## src/rtl/pld_mc_pkg.sv

```systemverilog
// Package: shared types for the programmable logic output macrocell.
// Assumes nothing beyond plain two-bit encodings.
package pld_mc_pkg;

    // Output enable source selection.
    typedef enum logic [1:0] {
        OE_OFF  = 2'b00,
        OE_ON   = 2'b01,
        OE_TERM = 2'b10,
        OE_TRM2 = 2'b11
    } oe_sel_e;

    // Feedback pair returned to the logic array.
    typedef struct packed {
        logic t;
        logic c;
    } fb_pair_t;

endpackage

```

## src/rtl/pld_mc_sum.sv

```systemverilog
// Module: pld_mc_sum
// ORs the logic product terms of one cell into a single sum term.
// Assumes NUM_TERMS is one of 8, 10 or 12 (the position of the cell picks it).
module pld_mc_sum #(
    parameter int NUM_TERMS = 8
) (
    input  logic [NUM_TERMS-1:0] terms,
    output logic                 sum
);

    localparam int LAST = NUM_TERMS - 1;

    logic [NUM_TERMS-1:0] chain;

    // Running OR along the term vector, one stage per term.
    genvar gi;
    generate
        for (gi = 0; gi < NUM_TERMS; gi++) begin : g_or
            if (gi == 0) begin : g_first
                assign chain[gi] = terms[gi];
            end else begin : g_next
                assign chain[gi] = chain[gi-1] | terms[gi];
            end
        end
    endgenerate

    // The last stage of the chain is the sum term.
    assign sum = chain[LAST];

endmodule

```

## src/rtl/pld_mc_state.sv

```systemverilog
// Module: pld_mc_state
// The macrocell's D flip-flop. Priority, highest first:
// asynchronous clear, synchronous reset, preload, synchronous set, D capture.
// Assumes ar_term is glitch-free, since it is used as an asynchronous clear.
module pld_mc_state (
    input  logic clk,
    input  logic rst_n,
    input  logic ar_term,
    input  logic sp_term,
    input  logic pl_en,
    input  logic pl_val,
    input  logic d_in,
    output logic q
);

    logic d_next;

    // Next-state selection among preload, set and capture.
    always_comb begin
        if (pl_en) begin
            d_next = pl_val;
        end else if (sp_term) begin
            d_next = 1'b1;
        end else begin
            d_next = d_in;
        end
    end

    // Stored bit with asynchronous clear and synchronous active-low reset.
    always_ff @(posedge clk or posedge ar_term) begin
        if (ar_term) begin
            q <= 1'b0;
        end else if (!rst_n) begin
            q <= 1'b0;
        end else begin
            q <= d_next;
        end
    end

endmodule

```

## src/rtl/pld_mc_outpath.sv

```systemverilog
// Module: pld_mc_outpath
// Picks the pin source (register or sum), applies polarity, decodes the
// output enable and forms the feedback pair for the array.
// Assumes pin_in reflects the pad level, including this cell's own drive.
module pld_mc_outpath
    import pld_mc_pkg::*;
(
    input  logic     cfg_comb,
    input  logic     cfg_true,
    input  oe_sel_e  oe_sel,
    input  logic     oe_term,
    input  logic     q,
    input  logic     sum,
    input  logic     pin_in,
    output logic     pin_out,
    output logic     pin_oe,
    output fb_pair_t fb
);

    logic src;
    logic pin_side;

    // Pin source: the sum when combinational, the register when registered.
    always_comb src = cfg_comb ? sum : q;

    // Polarity stage: true or inverted drive.
    always_comb pin_out = cfg_true ? src : ~src;

    // Output enable decode.
    always_comb begin
        unique case (oe_sel)
            OE_OFF:  pin_oe = 1'b0;
            OE_ON:   pin_oe = 1'b1;
            default: pin_oe = oe_term;
        endcase
    end

    // Level on the pin side of the enable buffer.
    always_comb pin_side = pin_oe ? pin_out : pin_in;

    // Feedback: inverted register output when registered, pin side otherwise.
    always_comb begin
        if (cfg_comb) begin
            fb.t = pin_side;
            fb.c = ~pin_side;
        end else begin
            fb.t = ~q;
            fb.c = q;
        end
    end

endmodule

```

## src/rtl/pld_macrocell.sv

```systemverilog
// Module: pld_macrocell (top)
// One configurable output cell: sum term, state register, output path.
// Assumes the configuration inputs stay static during normal operation.
module pld_macrocell
    import pld_mc_pkg::*;
#(
    parameter int NUM_TERMS = 8
) (
    input  logic                 clk,
    input  logic                 rst_n,
    input  logic [NUM_TERMS-1:0] pterm,
    input  logic                 cfg_comb,
    input  logic                 cfg_true,
    input  logic [1:0]           oe_mode,
    input  logic                 oe_term,
    input  logic                 ar_term,
    input  logic                 sp_term,
    input  logic                 pl_en,
    input  logic                 pl_val,
    input  logic                 pin_in,
    output logic                 pin_out,
    output logic                 pin_oe,
    output logic                 fb_true,
    output logic                 fb_comp
);

    logic     sum_term;
    logic     q_state;
    oe_sel_e  oe_sel;
    fb_pair_t fb_pair;

    // Convert the raw enable mode into its enumerated form.
    always_comb oe_sel = oe_sel_e'(oe_mode);

    pld_mc_sum #(.NUM_TERMS(NUM_TERMS)) u_sum (
        .terms (pterm),
        .sum   (sum_term)
    );

    pld_mc_state u_state (
        .clk     (clk),
        .rst_n   (rst_n),
        .ar_term (ar_term),
        .sp_term (sp_term),
        .pl_en   (pl_en),
        .pl_val  (pl_val),
        .d_in    (sum_term),
        .q       (q_state)
    );

    pld_mc_outpath u_out (
        .cfg_comb (cfg_comb),
        .cfg_true (cfg_true),
        .oe_sel   (oe_sel),
        .oe_term  (oe_term),
        .q        (q_state),
        .sum      (sum_term),
        .pin_in   (pin_in),
        .pin_out  (pin_out),
        .pin_oe   (pin_oe),
        .fb       (fb_pair)
    );

    // Feedback pair out to the ports.
    assign fb_true = fb_pair.t;
    assign fb_comp = fb_pair.c;

endmodule

```

## config.mk

```make
export PLATFORM = sky130hd
export DESIGN_NAME = pld_macrocell
export DESIGN_NICKNAME = d
export VERILOG_FILES = /design/src/rtl/pld_mc_pkg.sv /design/src/rtl/pld_mc_sum.sv /design/src/rtl/pld_mc_state.sv /design/src/rtl/pld_mc_outpath.sv /design/src/rtl/pld_macrocell.sv
export SDC_FILE = /design/constraint.sdc
export NUM_CORES = 1
export LEC_CHECK = 0
export ABC_AREA = 1
export CAP_MARGIN = 20
export CORE_AREA = 2 2 39 41
export CTS_CLUSTER_SIZE = 25
export DETAILED_ROUTE_END_ITERATION = 10
export DIE_AREA = 0 0 41 43
export PLACE_DENSITY = 0.6
export SKIP_CTS_REPAIR_TIMING = 1
export SLEW_MARGIN = 10
export SYNTH_ARGS = -nofsm -noshare
export SYNTH_HDL_FRONTEND = slang
export SYNTH_SLANG_ARGS = --single-unit
export TNS_END_PERCENT = 1
```

## constraint.sdc

```tcl
create_clock -name clk -period 2 [get_ports clk]
set_clock_uncertainty 0.2 [all_clocks]
set_input_delay 0.5 -clock clk [delete_from_list [all_inputs] [get_ports clk]]
set_output_delay 0.5 -clock clk [all_outputs]
set_load 0.05 [all_outputs]
```

==> results.md <==
- Failing checks: negative setup slack
- Initial core utilization: 12.1%
- Required @ worst endpoint: 1300 ps
- Largest area contributor in the netlist: nand2_1
- Fmax: 459 MHz
- WL final: 544 um
- FILL cells: 146
- DR vias: 284
- Largest net degree at the start of global routing: 4
- RSZ-0062 raised after global routing: true
- Die area: 0.00176 mm^2
- Yosys warnings: 0
- Top-count cell post-synth: nand2_1
- Remaining DRCs: 0
- Syn Inst Count: 30
- Crit path buf inv count: 3
- Fin Setup TNS: -382 ps
- Leakage: 0.291 nW
- First-pass GRT wire length: 917 um
- Max-slew violations: 0
- Commonest cells in the netlist: 7 x nand2_1, 6 x inv_1, 6 x nor2_1
- Async SR Flop Fraction: 100%
- Ranking of synthesized cells by area: nand2_1 16%, dfrtp_1 15%, inv_1 13%, nor2_1 13%, nand3_2 12%
- Post-synth EDFFs: 0
- GRT Util Overall: 6.81%
- Final setup vio count: 3
- WS Path Type: in2out
- Critical Path AT: 1480 ps
- Maximum VDD drop: 0.000117 V
- Worst Max-Slew Pin Slew: 286 ps
- Register area share after synthesis: 14.9%
- Initial DRC count: 0
- Main flop type after synthesis: dfrtp_1
- Max-Cap Viols: 0
- Die height: 43 um
- CP Max Fanout: 2
- Yosys cell types: 11
- Row count: 14
- Final hold violation count: 0
- Largest register FFs: 1
- Hold Crit Class: in2async
- FF+latch count, synth: 1
- GP Congestion: 0.592
- Status: finished, violations left
- Chip Width: 41 um
- Syn_nets: 50
- Synth top area share: 15.7%
- Drt wl/cell: 7.45 um
- Top cell family by delay on the critical path: buffers and inverters
- # nets final: 79
- I/O pins: 24
- Post-route ant nets: 0
- Crit-path cells: clkdlybuf4s50_1, o21ai_2, inv_2, a21oi_4, buf_12
- Clk slew on worst S/H paths: 0 ps
- Antenna diodes: 0
- Startpoint types: input pin
- Largest regs: u_state.q (1)
- Slowest-stage cell, CP: clkdlybuf4s50_1
- Largest Register: u_state.q
- WHS: 453 ps
- Crit path largest cell delay: 430 ps
- Core area: 0.00138 mm^2
- Synthesized cell area: 168 um^2
- GRT overflow: 0
- Vias in the first global route: 267
- DP HPWL: 508 um
- Vias/cell: 3.89
- Final worst path period need: 2180 ps
- Dpl ws: -527 ps
- Port Buffers: 23
- Antenna violations before repair: 0
- Synthesis-to-layout area growth: 231%
- Final core utilization: 40.1%
- Detailed Routing Iterations Pass 1: 1
- Max_slew headroom: 80.9%
- Layout cell share with drive strength beyond 1: 61.4%
- Avg Cell Area, Syn: 5.59 um^2
- Worst setup EP type: output port
- Pwr Density: 305 mW/mm^2
- Tcrit/Tclk final: 109%
- Final Worst Setup Slack: -177 ps
logic make-up (layout without fill, tap and decap cells):
family / after synthesis / after routing / synth area share [%]
buffers and inverters: 6 / 33 / 13.4
and+or+nand+nor: 18 / 18 / 52.2
AOI/OAI and AO/OA: 5 / 5 / 19.4
DFF: 1 / 1 / 14.9
layout make-up:
cell class / instances / area [um^2] / share of cell area, %
Timing Repair Buffer: 27 / 285 / 51.5
Multi-Input combinational cell: 23 / 189 / 34.1
Inverter: 6 / 35.0 / 6.32
Sequential cell: 1 / 25.0 / 4.51
Tap cell: 16 / 20.0 / 3.61
routing by layer:
layer | vias up | track usage, % | routed length (um)
li1 | 146 | - | -
met1 | 123 | 8.31 | 177
met2 | 15 | 12.8 | 318
met3 | 0 | 0.524 | 48
met4 | 0 | 0 | 0
met5 | - | 0 | 0
power by group:
group / switching [W] / leakage, nW / internal [W]
clock network: 0 / 0 / 0
logic: 0.0000694 / 0.278 / 0.0000771
registers: 0.000000579 / 0.0123 / 0.0000219
total: 0.0000700 / 0.291 / 0.0000990
placed cells by master (no fill, tap or decap):
| cell | synthesis | routed |
|---|---|---|
| buf_4 | 0 | 4 |
| nor2_4 | 0 | 1 |
| nor2_1 | 6 | 2 |
| clkdlybuf4s50_1 | 0 | 6 |
| o21ai_2 | 1 | 1 |
| buf_12 | 0 | 4 |
| nand2_2 | 2 | 4 |
| inv_2 | 0 | 2 |
| inv_12 | 0 | 1 |
| nor2_2 | 1 | 4 |
| clkbuf_2 | 0 | 6 |
| dfrtp_1 | 1 | 1 |
| dlymetal6s2s_1 | 0 | 5 |
| nand2_4 | 0 | 2 |
| a21oi_4 | 0 | 1 |
| buf_6 | 0 | 2 |
| nand2_1 | 7 | 3 |
| inv_1 | 6 | 3 |
| a21oi_1 | 1 | 1 |
| o21ai_0 | 2 | 1 |
| o21ai_4 | 0 | 1 |
| nand3_4 | 0 | 2 |
stage by stage:
stage	power, W	area [um^2]	cells
6_report	0.000169	554	73
3_3_place_gp	0.000163	526	73
3_5_place_dp	0.000164	526	73
5_1_grt	0.000178	554	73
4_1_cts	0.000165	526	73
2_1_floorplan	0.0000800	205	30
path summary, 6_finish.rpt:
check,from,endpoint,slack (ps),cells after the start
max,pin_in,fb_comp,-180,5
min,ar_term,u_state.q,450,2
max in group asynchronous,ar_term,u_state.q,1060,2
min in group clk,pterm[5],u_state.q,770,6
Power figures use the tool's default switching activity.
